$ cat src/rtl/ras_pkg.sv
package ras_pkg;

  // register map of the byte-wide software port
  typedef enum logic [2:0] {
    RA_TOS_LO = 3'd0,
    RA_TOS_HI = 3'd1,
    RA_TOS_UP = 3'd2,
    RA_PTR    = 3'd3,
    RA_FLAGS  = 3'd4
  } ras_reg_e;

  // bit positions inside the flag register
  localparam int FLG_FULL = 0;
  localparam int FLG_OVF  = 1;
  localparam int FLG_UNF  = 2;

  // qualified stack events, brought out for checking
  typedef struct packed {
    logic push_ok;
    logic push_ovf;
    logic pop_ok;
    logic pop_unf;
  } ras_evt_t;

endpackage

$ cat src/rtl/ras_ptr.sv
module ras_ptr
  import ras_pkg::*;
#(
  parameter int PTR_W = 5
) (
  input  logic             clk,
  input  logic             rst_n,
  input  logic             push_i,
  input  logic             pop_i,
  input  logic             ptr_wr_i,
  input  logic [PTR_W-1:0] ptr_wdata_i,
  input  logic             ovf_clr_i,
  input  logic             unf_clr_i,
  output logic [PTR_W-1:0] ptr_o,
  output logic             full_o,
  output logic             ovf_o,
  output logic             unf_o,
  output ras_evt_t         evt_o
);

  localparam logic [PTR_W-1:0] PTR_MAX  = {PTR_W{1'b1}};
  localparam logic [PTR_W-1:0] PTR_ZERO = '0;

  logic [PTR_W-1:0] ptr_q;
  logic             ovf_q, unf_q;
  logic             at_max, at_zero;

  function automatic logic [PTR_W-1:0] step_up(input logic [PTR_W-1:0] p);
    return p + PTR_W'(1);
  endfunction

  function automatic logic [PTR_W-1:0] step_down(input logic [PTR_W-1:0] p);
    return p - PTR_W'(1);
  endfunction

  assign at_max  = (ptr_q == PTR_MAX);
  assign at_zero = (ptr_q == PTR_ZERO);

  // push has priority; a pop in the same cycle is dropped
  always_comb begin
    evt_o.push_ok  = push_i & ~at_max;
    evt_o.push_ovf = push_i &  at_max;
    evt_o.pop_ok   = pop_i & ~push_i & ~at_zero;
    evt_o.pop_unf  = pop_i & ~push_i &  at_zero;
  end

  always_ff @(posedge clk or negedge rst_n) begin
    if (!rst_n) begin
      ptr_q <= PTR_ZERO;
    end else if (evt_o.push_ok) begin
      ptr_q <= step_up(ptr_q);
    end else if (evt_o.pop_ok) begin
      ptr_q <= step_down(ptr_q);
    end else if (ptr_wr_i) begin
      ptr_q <= ptr_wdata_i;
    end
  end

  always_ff @(posedge clk or negedge rst_n) begin
    if (!rst_n) begin
      ovf_q <= 1'b0;
      unf_q <= 1'b0;
    end else begin
      if (evt_o.push_ovf)   ovf_q <= 1'b1;
      else if (ovf_clr_i)   ovf_q <= 1'b0;
      if (evt_o.pop_unf)    unf_q <= 1'b1;
      else if (unf_clr_i)   unf_q <= 1'b0;
    end
  end

  assign ptr_o  = ptr_q;
  assign full_o = at_max;
  assign ovf_o  = ovf_q;
  assign unf_o  = unf_q;

  AST_PUSH_STEP: assert property (@(posedge clk) disable iff (!rst_n)
    evt_o.push_ok |=> ptr_o == $past(ptr_o) + PTR_W'(1));
  AST_POP_STEP: assert property (@(posedge clk) disable iff (!rst_n)
    evt_o.pop_ok |=> ptr_o == $past(ptr_o) - PTR_W'(1));
  AST_OVF_FREEZE: assert property (@(posedge clk) disable iff (!rst_n)
    evt_o.push_ovf |=> ovf_o && $stable(ptr_o));
  AST_UNF_FLOOR: assert property (@(posedge clk) disable iff (!rst_n)
    evt_o.pop_unf |=> unf_o && ptr_o == PTR_ZERO);
  AST_OVF_STICKY: assert property (@(posedge clk) disable iff (!rst_n)
    ovf_o && !ovf_clr_i |=> ovf_o);
  AST_UNF_STICKY: assert property (@(posedge clk) disable iff (!rst_n)
    unf_o && !unf_clr_i |=> unf_o);
  AST_ONE_EVENT: assert property (@(posedge clk) disable iff (!rst_n)
    $onehot0({evt_o.push_ok, evt_o.push_ovf, evt_o.pop_ok, evt_o.pop_unf}));

endmodule

$ cat src/rtl/ras_mem.sv
module ras_mem #(
  parameter int PC_W  = 21,
  parameter int PTR_W = 5
) (
  input  logic             clk,
  input  logic             rst_n,
  input  logic             we_i,
  input  logic [PTR_W-1:0] wslot_i,
  input  logic [PC_W-1:0]  wdata_i,
  input  logic [PTR_W-1:0] rslot_i,
  output logic [PC_W-1:0]  rdata_o
);

  localparam int DEPTH = (1 << PTR_W) - 1;

  logic [PC_W-1:0] ent_q [DEPTH];

  // one register per entry, each with its own write select
  for (genvar g = 0; g < DEPTH; g++) begin : g_ent
    logic sel;
    assign sel = we_i && (wslot_i == PTR_W'(g));
    always_ff @(posedge clk or negedge rst_n) begin
      if (!rst_n)   ent_q[g] <= '0;
      else if (sel) ent_q[g] <= wdata_i;
    end
  end

  // read slot beyond the last entry returns zero
  always_comb begin
    rdata_o = '0;
    for (int i = 0; i < DEPTH; i++) begin
      if (rslot_i == PTR_W'(i)) rdata_o = ent_q[i];
    end
  end

endmodule

$ cat src/rtl/ras_regs.sv
module ras_regs
  import ras_pkg::*;
#(
  parameter int PC_W  = 21,
  parameter int PTR_W = 5
) (
  input  logic             reg_wr_i,
  input  logic [2:0]       reg_addr_i,
  input  logic [7:0]       reg_wdata_i,
  input  logic             busy_i,
  input  logic [PTR_W-1:0] ptr_i,
  input  logic [PC_W-1:0]  top_i,
  input  logic             full_i,
  input  logic             ovf_i,
  input  logic             unf_i,
  output logic [7:0]       reg_rdata_o,
  output logic             ptr_wr_o,
  output logic [PTR_W-1:0] ptr_wdata_o,
  output logic             tos_wr_o,
  output logic [PC_W-1:0]  tos_wdata_o,
  output logic             ovf_clr_o,
  output logic             unf_clr_o
);

  localparam int UP_W = PC_W - 16;

  logic wr_ok;
  logic have_top;
  logic addr_tos;

  // replace one byte-slice of the selected entry
  function automatic logic [PC_W-1:0] put_slice(input logic [PC_W-1:0] w,
                                                input logic [2:0] a,
                                                input logic [7:0] b);
    logic [PC_W-1:0] r;
    r = w;
    case (a)
      RA_TOS_LO: r[7:0]       = b;
      RA_TOS_HI: r[15:8]      = b;
      RA_TOS_UP: r[PC_W-1:16] = b[UP_W-1:0];
      default:   r = w;
    endcase
    return r;
  endfunction

  assign wr_ok    = reg_wr_i & ~busy_i;
  assign have_top = (ptr_i != '0);
  assign addr_tos = (reg_addr_i == RA_TOS_LO) || (reg_addr_i == RA_TOS_HI)
                    || (reg_addr_i == RA_TOS_UP);

  assign ptr_wr_o    = wr_ok && (reg_addr_i == RA_PTR);
  assign ptr_wdata_o = reg_wdata_i[PTR_W-1:0];
  assign tos_wr_o    = wr_ok && addr_tos && have_top;
  assign tos_wdata_o = put_slice(top_i, reg_addr_i, reg_wdata_i);
  assign ovf_clr_o   = wr_ok && (reg_addr_i == RA_FLAGS) && !reg_wdata_i[FLG_OVF];
  assign unf_clr_o   = wr_ok && (reg_addr_i == RA_FLAGS) && !reg_wdata_i[FLG_UNF];

  always_comb begin
    reg_rdata_o = '0;
    case (reg_addr_i)
      RA_TOS_LO: reg_rdata_o = top_i[7:0];
      RA_TOS_HI: reg_rdata_o = top_i[15:8];
      RA_TOS_UP: reg_rdata_o = 8'(top_i[PC_W-1:16]);
      RA_PTR:    reg_rdata_o = 8'(ptr_i);
      RA_FLAGS: begin
        reg_rdata_o[FLG_FULL] = full_i;
        reg_rdata_o[FLG_OVF]  = ovf_i;
        reg_rdata_o[FLG_UNF]  = unf_i;
      end
      default:   reg_rdata_o = '0;
    endcase
  end

  always_comb begin
    if (!have_top) AST_EMPTY_READ: assert (top_i == '0);
  end

endmodule

$ cat src/rtl/ras_core.sv
module ras_core
  import ras_pkg::*;
#(
  parameter int PC_W  = 21,
  parameter int PTR_W = 5
) (
  input  logic             clk,
  input  logic             rst_n,
  input  logic             push_i,
  input  logic [PC_W-1:0]  push_pc_i,
  input  logic             pop_i,
  output logic [PC_W-1:0]  ret_addr_o,
  input  logic             reg_wr_i,
  input  logic [2:0]       reg_addr_i,
  input  logic [7:0]       reg_wdata_i,
  output logic [7:0]       reg_rdata_o,
  output logic             full_o,
  output logic             ovf_o,
  output logic             unf_o
);

  ras_evt_t         evt;
  logic [PTR_W-1:0] ptr;
  logic             busy;
  logic             ptr_wr, tos_wr, ovf_clr, unf_clr;
  logic [PTR_W-1:0] ptr_wdata;
  logic [PC_W-1:0]  tos_wdata;
  logic             mem_we;
  logic [PTR_W-1:0] mem_wslot, mem_rslot;
  logic [PC_W-1:0]  mem_wdata, mem_rdata;
  logic [PC_W-1:0]  top_val;

  // pointer p (1..max) lives in storage slot p-1
  function automatic logic [PTR_W-1:0] slot_of(input logic [PTR_W-1:0] p);
    return p - PTR_W'(1);
  endfunction

  assign busy = push_i | pop_i;

  ras_ptr #(.PTR_W(PTR_W)) u_ptr (
    .clk        (clk),
    .rst_n      (rst_n),
    .push_i     (push_i),
    .pop_i      (pop_i),
    .ptr_wr_i   (ptr_wr),
    .ptr_wdata_i(ptr_wdata),
    .ovf_clr_i  (ovf_clr),
    .unf_clr_i  (unf_clr),
    .ptr_o      (ptr),
    .full_o     (full_o),
    .ovf_o      (ovf_o),
    .unf_o      (unf_o),
    .evt_o      (evt)
  );

  // push lands one above the current pointer, i.e. in slot ptr
  assign mem_we    = evt.push_ok | tos_wr;
  assign mem_wslot = evt.push_ok ? ptr : slot_of(ptr);
  assign mem_wdata = evt.push_ok ? push_pc_i : tos_wdata;
  assign mem_rslot = slot_of(ptr);

  ras_mem #(.PC_W(PC_W), .PTR_W(PTR_W)) u_mem (
    .clk    (clk),
    .rst_n  (rst_n),
    .we_i   (mem_we),
    .wslot_i(mem_wslot),
    .wdata_i(mem_wdata),
    .rslot_i(mem_rslot),
    .rdata_o(mem_rdata)
  );

  assign top_val    = (ptr == '0) ? '0 : mem_rdata;
  assign ret_addr_o = top_val;

  ras_regs #(.PC_W(PC_W), .PTR_W(PTR_W)) u_regs (
    .reg_wr_i   (reg_wr_i),
    .reg_addr_i (reg_addr_i),
    .reg_wdata_i(reg_wdata_i),
    .busy_i     (busy),
    .ptr_i      (ptr),
    .top_i      (top_val),
    .full_i     (full_o),
    .ovf_i      (ovf_o),
    .unf_i      (unf_o),
    .reg_rdata_o(reg_rdata_o),
    .ptr_wr_o   (ptr_wr),
    .ptr_wdata_o(ptr_wdata),
    .tos_wr_o   (tos_wr),
    .tos_wdata_o(tos_wdata),
    .ovf_clr_o  (ovf_clr),
    .unf_clr_o  (unf_clr)
  );

  AST_PUSH_LANDS: assert property (@(posedge clk) disable iff (!rst_n)
    evt.push_ok |=> ret_addr_o == $past(push_pc_i));
  AST_OVF_KEEPS_TOP: assert property (@(posedge clk) disable iff (!rst_n)
    evt.push_ovf |=> $stable(ret_addr_o));
  AST_UNF_ZERO: assert property (@(posedge clk) disable iff (!rst_n)
    evt.pop_unf |-> ret_addr_o == '0);
  AST_BUSY_NO_REG: assert property (@(posedge clk) disable iff (!rst_n)
    busy && reg_wr_i && !evt.push_ok |=> $stable(ret_addr_o) || $past(evt.pop_ok));

endmodule

$ cat config.mk
export PLATFORM = sky130hd
export DESIGN_NAME = ras_core
export DESIGN_NICKNAME = d
export VERILOG_FILES = /design/src/rtl/ras_pkg.sv /design/src/rtl/ras_ptr.sv /design/src/rtl/ras_mem.sv /design/src/rtl/ras_regs.sv /design/src/rtl/ras_core.sv
export SDC_FILE = /design/constraint.sdc
export NUM_CORES = 1
export LEC_CHECK = 0
export ABC_AREA = 0
export ABC_CLOCK_PERIOD_IN_PS = 8280
export BUFFER_PORTS_ARGS = -buffer_cell sky130_fd_sc_hd__buf_4
export CORE_UTILIZATION = 68
export DETAILED_ROUTE_END_ITERATION = 8
export PLACE_DENSITY = 0.9
export SYNTH_ARGS = -nofsm -noshare
export SYNTH_HDL_FRONTEND = slang
export SYNTH_HIERARCHICAL = 1
export SYNTH_SLANG_ARGS = --single-unit
$ cat constraint.sdc
create_clock -name clk -period 8.28 [get_ports clk]
set_input_delay 1.242 -clock clk [delete_from_list [all_inputs] [get_ports clk]]
set_output_delay 1.242 -clock clk [all_outputs]
set_load 0.005 [all_outputs]
==> results.tsv <==
metric	value	unit
drc	0	
fin_area	35600	µm²
cp-startpoint	u_ptr/ptr_o[0]	
syn_avg_cell_area	12.37	µm²
ctsHoldBuffers	0	
setup_ws	0.6607	ns
critPathLaunchType	flop	
ant_nets	0	
drv_cap	0	
cts_tree	built	
grt_pass1_vias	24840	
grt_remaining_overflow	0	
area_delta_synth_final	8.409	%
min_period_over_period	92.02	%
io_pins	69	
place_area	33400	µm²
die_area	49180	µm²
place_congestion	0.9510	
initial_core_util	68.92	%
vias_per_cell	7.403	
die_w	221.8	µm
tns	0	ns
grt_max_degree	195	
end_kind	primary output	
clock_latency	0.62	ns
setup_viol	0	
cts_setup_buffers	0	
hold_slack	0.4907	ns
maxSlewViolCount	0	
hpwl	63.45	mm
yosysWarningCount	6	
clock_tree.root_cell	clkbuf_16	
cts_buffers	67	
rsz0062_at_grt	no	
route.detailed.wl_per_inst	30.20	µm
clockBufferDepth	3	
status	completed	
clkSlewWorstSetupHoldPaths	0.06	ns
die_h	221.8	µm
drt_iter0_drc	3275	
syn_inst	2655	
critPathRequiredTime	7.04	ns
rows	80	
hp-start	u_mem/ent_q[621]	
path_class	flop to primary output	
fmax	131.2	MHz
routed_wl	98.63	mm
hold_viol_final	0	
dr_total_vias	24180	
antennaDiodeCount	0	
portBuffers	68	
worst_pin_slew	1.289	ns
antenna_found_initial	2	
nets	2640	
syn_area	32840	µm²
drt_first_pass_iters	8	
critPathArrivalTime	6.38	ns
finalCriticalPeriod	7.619	ns
critPathMaxFanout	37	
finClkSkew	0.02194	ns
pre_cts_slack	1.584	ns
drive_above_1_share	38.33	%
core	47650	µm²
grt_pass1_wl	149.6	mm
post_cts_resized	0	
min-delay-path-class	flop to flop	
track_usage	40.19	%
htreeDepth	3	
cts_num_sinks	658	
r2r-start	u_ptr/ptr_o[0]	
syn-num-nets	2697	
max_slew_margin	13.85	%
routing by layer:
metal	up-vias	track usage [%]	wire [µm]
li1	9667	-	-
met1	12210	51.10	35650
met2	1793	62.40	45130
met3	506	10.27	11220
met4	0	24.37	6629
met5	-	0	0
critical path, stage by stage (launching register included):
cell and delay (ns):
dfrtp_1 0.55, inv_6 0.39, ha_1 0.37, nor3b_1 0.51
xor2_4 0.31, nor2_1 1.03, o21ai_0 0.26, a211o_1 0.34
a221oi_1 0.48, o21ai_0 0.33, o221ai_1 0.22, nor2b_1 0.26
nor3b_1 0.21, a21oi_1 0.06, o22ai_1 0.23, buf_4 0.16
path summary, 6_finish.rpt:
kind | end | slack [ns] | cells after the start
hold reg to reg | u_mem/ent_q[621] | 0.49 | 1
max in group asynchronous | u_mem/ent_q[589] | 5.82 | 2
setup / recovery | reg_rdata_o[2] | 0.66 | 15
min in group asynchronous | u_ptr/ptr_o[4] | 0.76 | 1
setup reg to reg | u_mem/ent_q[573] | 1.71 | 14
hold / removal | u_mem/ent_q[621] | 0.49 | 1
layout by cell type (no fill, tap or decap), types with 7 or more instances in the layout:
master,count
nand2b_1,19
nand2_1,112
nor2_2,18
nor2b_1,54
and3_1,12
o21ai_1,8
a21oi_1,101
clkbuf_8,7
o2bb2ai_1,14
o22ai_1,59
o221ai_1,25
nand3_1,22
dfrtp_1,658
o211ai_1,17
a222oi_1,16
nor2_1,64
inv_1,18
buf_4,121
a221oi_1,19
clkbuf_1,26
clkinv_2,8
o21a_1,8
a31oi_1,12
nor3b_1,8
mux2i_1,48
clkbuf_16,69
o21ai_0,116
mux2_2,694
a211oi_1,9
mux2_4,8
a221o_1,12
a22oi_1,34
a22o_1,13
nor3_1,24
mux4_2,20
through the flow:
step / util [%] / std cells
final: 74.72 / 3266
after global routing: 74.72 / 3266
after CTS: 74.72 / 3266
after detailed placement: 70.09 / 3144
after global placement: 70.09 / 3144
after floorplan: - / 2655
final cells by class:
cell class	instances	area [µm²]
well taps	615	769.5
repair buffers	125	983.4
clock inverters	20	282.8
flip-flops and latches	658	16470
multi-input cells	1722	15080
clock buffers	102	1921
inverters	24	97.59
fillers	2857	12050
registers in the layout, summed over array words and instances (netlist names):
| register | cells |
|---|---|
| u_mem/ent_q | 651 |
| u_ptr/unf_o | 1 |
| u_ptr/ptr_o | 5 |
| u_ptr/ovf_o | 1 |
Power is left out: the tool's default activity adds up to more than one toggle a clock period on the data nets, which glitch-free logic cannot reach.
